===== src/rtl/ir_capture_pkg.sv =====
package ir_capture_pkg;
  typedef enum logic [1:0] {
    ST_IDLE = 2'd0,
    ST_WAIT = 2'd1,
    ST_REC  = 2'd2
  } cap_state_e;
endpackage


===== src/rtl/ir_sync_filter.sv =====
module ir_sync_filter #(
  parameter int FILT_LEN = 3
) (
  input  logic clk_i,
  input  logic rst_ni,
  input  logic ir_i,
  input  logic invert_i,
  output logic on_o
);
  localparam int CNT_W = $clog2(FILT_LEN + 1);

  logic             sync_q1, sync_q2;
  logic [CNT_W-1:0] run_q;
  logic             on_q;

  // polarity applied before synchronizing so the filter sees light-on directly
  always_ff @(posedge clk_i or negedge rst_ni) begin
    if (!rst_ni) begin
      sync_q1 <= 1'b0;
      sync_q2 <= 1'b0;
    end else begin
      sync_q1 <= invert_i ? ir_i : ~ir_i;
      sync_q2 <= sync_q1;
    end
  end

  always_ff @(posedge clk_i or negedge rst_ni) begin
    if (!rst_ni) begin
      run_q <= '0;
      on_q  <= 1'b0;
    end else if (sync_q2 == on_q) begin
      run_q <= '0;
    end else if (run_q == CNT_W'(FILT_LEN - 1)) begin
      run_q <= '0;
      on_q  <= sync_q2;
    end else begin
      run_q <= run_q + 1'b1;
    end
  end

  assign on_o = on_q;
endmodule


===== src/rtl/ir_tick_gen.sv =====
module ir_tick_gen #(
  parameter int PRESCALE = 100
) (
  input  logic clk_i,
  input  logic rst_ni,
  output logic tick_o
);
  localparam int CNT_W = (PRESCALE > 1) ? $clog2(PRESCALE) : 1;

  logic [CNT_W-1:0] div_q;

  always_ff @(posedge clk_i or negedge rst_ni) begin
    if (!rst_ni)                              div_q <= '0;
    else if (div_q == CNT_W'(PRESCALE - 1))   div_q <= '0;
    else                                      div_q <= div_q + 1'b1;
  end

  assign tick_o = (div_q == CNT_W'(PRESCALE - 1));
endmodule


===== src/rtl/ir_rx_buffer.sv =====
module ir_rx_buffer #(
  parameter int DUR_W = 16,
  parameter int DEPTH = 64,
  localparam int ADDR_W = $clog2(DEPTH)
) (
  input  logic              clk_i,
  input  logic              we_i,
  input  logic [ADDR_W-1:0] waddr_i,
  input  logic [DUR_W-1:0]  wdata_i,
  input  logic [ADDR_W-1:0] raddr_i,
  output logic [DUR_W-1:0]  rdata_o
);
  logic [DUR_W-1:0] mem_q [DEPTH];

  always_ff @(posedge clk_i) begin
    if (we_i) mem_q[waddr_i] <= wdata_i;
  end

  assign rdata_o = mem_q[raddr_i];
endmodule


===== src/rtl/ir_capture_ctrl.sv =====
module ir_capture_ctrl
  import ir_capture_pkg::*;
#(
  parameter int DUR_W      = 16,
  parameter int DEPTH      = 64,
  parameter int IDLE_TICKS = 2000,
  parameter int ARM_TICKS  = 50000,
  localparam int ADDR_W = $clog2(DEPTH),
  localparam int PTR_W  = $clog2(DEPTH + 1),
  localparam int ARM_W  = (ARM_TICKS > 1) ? $clog2(ARM_TICKS) : 1
) (
  input  logic              clk_i,
  input  logic              rst_ni,
  input  logic              arm_i,
  input  logic              tick_i,
  input  logic              on_i,
  output logic              we_o,
  output logic [ADDR_W-1:0] waddr_o,
  output logic [DUR_W-1:0]  wdata_o,
  output logic [PTR_W-1:0]  count_o,
  output logic              done_o,
  output logic              ovf_o
);
  cap_state_e       st_q;
  logic [PTR_W-1:0] ptr_q;
  logic [DUR_W-1:0] dur_q;
  logic [ARM_W-1:0] arm_cnt_q;
  logic             lvl_q, done_q, ovf_q;
  logic             edge_seen;

  assign edge_seen = (st_q == ST_REC) && (on_i != lvl_q);

  always_ff @(posedge clk_i or negedge rst_ni) begin
    if (!rst_ni) begin
      st_q      <= ST_IDLE;
      ptr_q     <= '0;
      dur_q     <= '0;
      arm_cnt_q <= '0;
      lvl_q     <= 1'b0;
      done_q    <= 1'b0;
      ovf_q     <= 1'b0;
    end else if (arm_i) begin
      st_q      <= ST_WAIT;
      ptr_q     <= '0;
      dur_q     <= '0;
      arm_cnt_q <= '0;
      lvl_q     <= 1'b0;
      done_q    <= 1'b0;
      ovf_q     <= 1'b0;
    end else begin
      case (st_q)
        ST_WAIT: begin
          if (on_i) begin
            st_q  <= ST_REC;
            dur_q <= '0;
            lvl_q <= 1'b1;
          end else if (tick_i) begin
            if (arm_cnt_q == ARM_W'(ARM_TICKS - 1)) begin
              st_q   <= ST_IDLE;
              done_q <= 1'b1;
            end else begin
              arm_cnt_q <= arm_cnt_q + 1'b1;
            end
          end
        end
        ST_REC: begin
          if (edge_seen) begin
            ptr_q <= ptr_q + 1'b1;
            dur_q <= '0;
            lvl_q <= on_i;
            if (ptr_q == PTR_W'(DEPTH - 1)) begin
              st_q   <= ST_IDLE;
              done_q <= 1'b1;
              ovf_q  <= 1'b1;
            end
          end else if (tick_i) begin
            // trailing level is dropped on timeout
            if (dur_q == DUR_W'(IDLE_TICKS - 1)) begin
              st_q   <= ST_IDLE;
              done_q <= 1'b1;
            end else begin
              dur_q <= dur_q + 1'b1;
            end
          end
        end
        default: ;
      endcase
    end
  end

  assign we_o    = edge_seen && !arm_i;
  assign waddr_o = ptr_q[ADDR_W-1:0];
  assign wdata_o = dur_q;
  assign count_o = ptr_q;
  assign done_o  = done_q;
  assign ovf_o   = ovf_q;
endmodule


===== src/rtl/ir_capture_top.sv =====
module ir_capture_top #(
  parameter int DUR_W      = 16,
  parameter int DEPTH      = 64,
  parameter int PRESCALE   = 100,
  parameter int FILT_LEN   = 3,
  parameter int IDLE_TICKS = 2000,
  parameter int ARM_TICKS  = 50000,
  localparam int ADDR_W = $clog2(DEPTH),
  localparam int PTR_W  = $clog2(DEPTH + 1),
  localparam int LEN_W  = PTR_W + 1
) (
  input  logic              clk_i,
  input  logic              rst_ni,
  input  logic              arm_i,
  input  logic              invert_i,
  input  logic              ir_i,
  input  logic [ADDR_W-1:0] rd_addr_i,
  output logic [DUR_W-1:0]  rd_data_o,
  output logic [LEN_W-1:0]  len_o,
  output logic              done_o,
  output logic              ovf_o
);
  logic              on_filt, tick;
  logic              wr_en;
  logic [ADDR_W-1:0] wr_addr;
  logic [DUR_W-1:0]  wr_data;
  logic [PTR_W-1:0]  entry_cnt;

  ir_sync_filter #(.FILT_LEN(FILT_LEN)) u_filt (
    .clk_i    (clk_i),
    .rst_ni   (rst_ni),
    .ir_i     (ir_i),
    .invert_i (invert_i),
    .on_o     (on_filt)
  );

  ir_tick_gen #(.PRESCALE(PRESCALE)) u_tick (
    .clk_i  (clk_i),
    .rst_ni (rst_ni),
    .tick_o (tick)
  );

  ir_capture_ctrl #(
    .DUR_W      (DUR_W),
    .DEPTH      (DEPTH),
    .IDLE_TICKS (IDLE_TICKS),
    .ARM_TICKS  (ARM_TICKS)
  ) u_ctrl (
    .clk_i   (clk_i),
    .rst_ni  (rst_ni),
    .arm_i   (arm_i),
    .tick_i  (tick),
    .on_i    (on_filt),
    .we_o    (wr_en),
    .waddr_o (wr_addr),
    .wdata_o (wr_data),
    .count_o (entry_cnt),
    .done_o  (done_o),
    .ovf_o   (ovf_o)
  );

  ir_rx_buffer #(.DUR_W(DUR_W), .DEPTH(DEPTH)) u_buf (
    .clk_i   (clk_i),
    .we_i    (wr_en),
    .waddr_i (wr_addr),
    .wdata_i (wr_data),
    .raddr_i (rd_addr_i),
    .rdata_o (rd_data_o)
  );

  // one entry = one DUR_W=16-bit word = two bytes
  assign len_o = {entry_cnt, 1'b0};
endmodule


===== config.mk =====
export PLATFORM = sky130hd
export DESIGN_NAME = ir_capture_top
export DESIGN_NICKNAME = d
export VERILOG_FILES = /design/src/rtl/ir_capture_pkg.sv /design/src/rtl/ir_sync_filter.sv /design/src/rtl/ir_tick_gen.sv /design/src/rtl/ir_rx_buffer.sv /design/src/rtl/ir_capture_ctrl.sv /design/src/rtl/ir_capture_top.sv
export SDC_FILE = /design/constraint.sdc
export NUM_CORES = 1
export LEC_CHECK = 0
export BUFFER_PORTS_ARGS = -buffer_cell sky130_fd_sc_hd__buf_2
export CAP_MARGIN = 20
export CELL_PAD_IN_SITES_DETAIL_PLACEMENT = 1
export CELL_PAD_IN_SITES_GLOBAL_PLACEMENT = 1
export CORE_ASPECT_RATIO = 0.9
export CORE_MARGIN = 1.5
export CORE_UTILIZATION = 32
export DETAILED_ROUTE_END_ITERATION = 16
export PLACE_DENSITY = 0.55
export SLEW_MARGIN = 20
export SYNTH_ARGS = -nofsm -noshare
export SYNTH_HDL_FRONTEND = slang
export SYNTH_SLANG_ARGS = --single-unit

===== constraint.sdc =====
create_clock -name clk_i -period 3.3 [get_ports clk_i]
set_input_delay 0.33 -clock clk_i [delete_from_list [all_inputs] [get_ports clk_i]]
set_output_delay 0.33 -clock clk_i [all_outputs]
set_load 0.01 [all_outputs]

==> qor.csv <==
metric;value;unit
fmax;307;MHz
cts_buffers;112;
grt.total_usage;0.175;
syn_area;42200;um^2
tns;0;ns
utilization;0.379;
tightest_slew;0.944;ns
arrival;2.93;ns
synthDistinctLibCells;62;
wl_per_cell;28.4;um
grt_pass1_wl;169000;um
end_kind;output pin;
ir_worst_vdd;0.433;mV
worst-setup-path-type;register to output pin;
finalHoldViolCount;0;
finalCritPeriodShare;0.988;
synth_edf_count;1024;
cp_max_fo;1;
grt_max_degree;70;
setup_viol;0;
finClkSkew;0.0224;ns
synth_most_common_cell;edfxtp_1;
place_hpwl;72200;um
status;completed;
port_buffers;35;
synth.area.mux_share;0.157;
drive_gt1_frac;0.312;
synth_compound_area_frac;0.0256;
cts_tree;yes;
syn-num-nets;2044;
rsz0062_at_grt;false;
core_area;131000;um^2
clkLatencyLatePin;0.70;ns
synth_top_family_by_area;multiplexers;
hold_path.class;input pin to register;
die_y;347;um
fill_cells;12600;
path_clk_slew;0.06;ns
firstDrtPassIters;6;
p_leak;17.3;nW
power.density;572;nW/um^2
cts_buffer_depth;3;
grt_busiest_layer;met2;
ys_seq_area_frac;0.763;
first_iter_violations;2081;
synth_xor_area_frac;0.00519;
total_power;28.5;mW
cts_root_buf;clkbuf_16;
grt-ovfl-total;0;
yosysWarnings;0;
start_kind;register;
ys.flop_type;edfxtp_1;
use_met2;0.276;
drv_slew;0;
routed_wl;117000;um
synthTopCellsByArea;edfxtp_1 (73%), mux4_2 (15%), dfrtp_1 (3.3%);
synth.top_cell.area_share;0.729;
use_met3;0.0330;
final_nets;2301;
cts_max_level;3;
ant_nets;0;
via_count;21500;
synthSimpleGateAreaFrac;0.0358;
slew_headroom;0.365;
io_pins;37;
synthToLayoutAreaGrowth;17.9;%
synthTopCellsByCount;edfxtp_1 (1024), mux4_2 (272), nor2_1 (131);
via_per_inst;5.23;
netlist_instances;2029;
fp.dieW;386;um
start_util;0.322;
cap_violations;0;
synthAdderAreaFrac;0.00119;
postSynthAreaPerCell;20.8;um^2
grt_pass1_vias;22700;
grtUsageMet1;0.249;
globalplace.congestion;0.787;
synth_top_area_cell;edfxtp_1;
rows;126;
grt_antenna_before_repair;11;
postSynthRegisterBits;1080;
clock_sinks;1080;
fin_crit;3.26;ns
die_area;134000;um^2
async_reset_ff_frac;0.0519;
required;2.97;ns
drcViolationCount;0;
-- flip-flops by register name (all words and copies together), names as in the netlist --
name	cells
u_buf.mem_q	1024
u_ctrl.arm_cnt_q	16
u_ctrl.count_o	7
u_ctrl.done_o	1
u_ctrl.lvl_q	1
u_ctrl.ovf_o	1
u_ctrl.st_q	2
u_ctrl.wdata_o	16
u_filt.on_o	1
u_filt.run_q	2
u_filt.sync_q1	1
u_filt.sync_q2	1
u_tick.div_q	7
-- repair_timing --
| action | 4_1_cts | 5_1_grt |
|---|---|---|
| endpoints found under the setup margin | 7 | 6 |
| resized for setup | 7 | 9 |
| endpoints found under the hold margin | 33 | 0 |
| pin swaps | 0 | 2 |
| hold buffers | 3 | 0 |
| buffers inserted | 0 | 0 |
-- power by group --
group	total, mW	leakage, nW	switching (mW)	internal (mW)
Sequential	14.9	11.4	0.0480	14.8
Clock	12.3	1.72	5.29	6.98
Combinational	1.31	4.19	0.764	0.542
Total	28.5	17.3	6.10	22.4
-- critical path: stages (launching register included) --
cell and delay [ns]:
edfxtp_1 0.36, mux4_2 0.48, mux4_2 0.50, nor2_1 0.38, o21ai_1 0.29, buf_2 0.22
-- routing by layer --
metal | wire (um) | share of wire
met1 | 51800 | 0.44
met2 | 55100 | 0.47
met3 | 6600 | 0.057
met4 | 3060 | 0.026
met5 | 34 | 0.00029
-- stage by stage --
step / instance area [um^2] / hold slack, ns / setup WS [ns] / cells
detailed placement: 46100 / 0.349 / -0.221 / 3897
global placement: 46100 / 0.338 / -0.261 / 3897
finish: 49700 / 0.164 / 0.0384 / 4109
global route: 49700 / 0.155 / 0.0143 / 4107
CTS: 49700 / 0.125 / 0.0118 / 4107
floorplan: 42200 / 0.0344 / 0.414 / 2029
-- area by class of cell --
| type | instances | area [um^2] | share of cell area |
|---|---|---|---|
| clock inverter | 67 | 593 | 0.0119 |
| sequential | 1080 | 32200 | 0.647 |
| inverter | 7 | 26.3 | 0.000529 |
| clock buffer | 140 | 2930 | 0.0589 |
| timing repair buffer | 248 | 2190 | 0.0440 |
| antenna | 2 | 5.00 | 0.000101 |
| tap | 1728 | 2160 | 0.0435 |
| multi-input combinational | 837 | 9630 | 0.194 |
-- placed cells by master (no fill, tap or decap), types with 5 or more instances in the layout --
cell / synthesis / final
nand2_1: 36 / 36
clkinv_1: 0 / 27
o21ai_0: 30 / 30
clkbuf_1: 36 / 27
inv_1: 7 / 7
buf_12: 0 / 30
o21ai_1: 43 / 38
mux2i_1: 47 / 45
nand3_1: 24 / 24
buf_4: 11 / 181
dfrtp_1: 56 / 40
xor2_1: 14 / 14
or4_1: 6 / 6
nor2_2: 0 / 32
buf_2: 37 / 30
a211oi_1: 19 / 18
edfxtp_1: 1024 / 1024
o31ai_1: 10 / 10
nor4_1: 5 / 5
dfrtp_2: 0 / 16
nor2_1: 131 / 99
nor2b_1: 13 / 13
a21oi_1: 43 / 42
mux4_2: 272 / 272
inv_6: 0 / 5
or3_1: 20 / 20
o22ai_1: 15 / 15
nand4_1: 8 / 8
clkinv_2: 0 / 19
clkbuf_16: 0 / 113
and3_1: 8 / 8
xnor2_1: 11 / 11
bufinv_16: 0 / 9
nor3_1: 20 / 20
nand2b_1: 7 / 7
-- path summary, 6_finish.rpt --
path,depth (start not counted),from,end,slack (ns)
min in group asynchronous,2,rst_ni,u_ctrl.arm_cnt_q[12],0.28
max in group asynchronous,3,rst_ni,u_ctrl.arm_cnt_q[0],2.17
hold reg to reg,0,u_filt.sync_q1,u_filt.sync_q2,0.36
setup / recovery,5,u_buf.mem_q[54][14],rd_data_o[14],0.04
hold / removal,3,arm_i,u_ctrl.arm_cnt_q[4],0.16
setup reg to reg,7,u_ctrl.st_q[0],u_buf.mem_q[40][8],0.56
-- cell families after synthesis --
kind of cell,count (synthesis)
xor+xnor,25
simple gates,304
fa+ha+maj,4
compound gates,181
flops,1080
other cells,1
buf+inv,112
mux,322
Power figures use the tool's default switching activity.
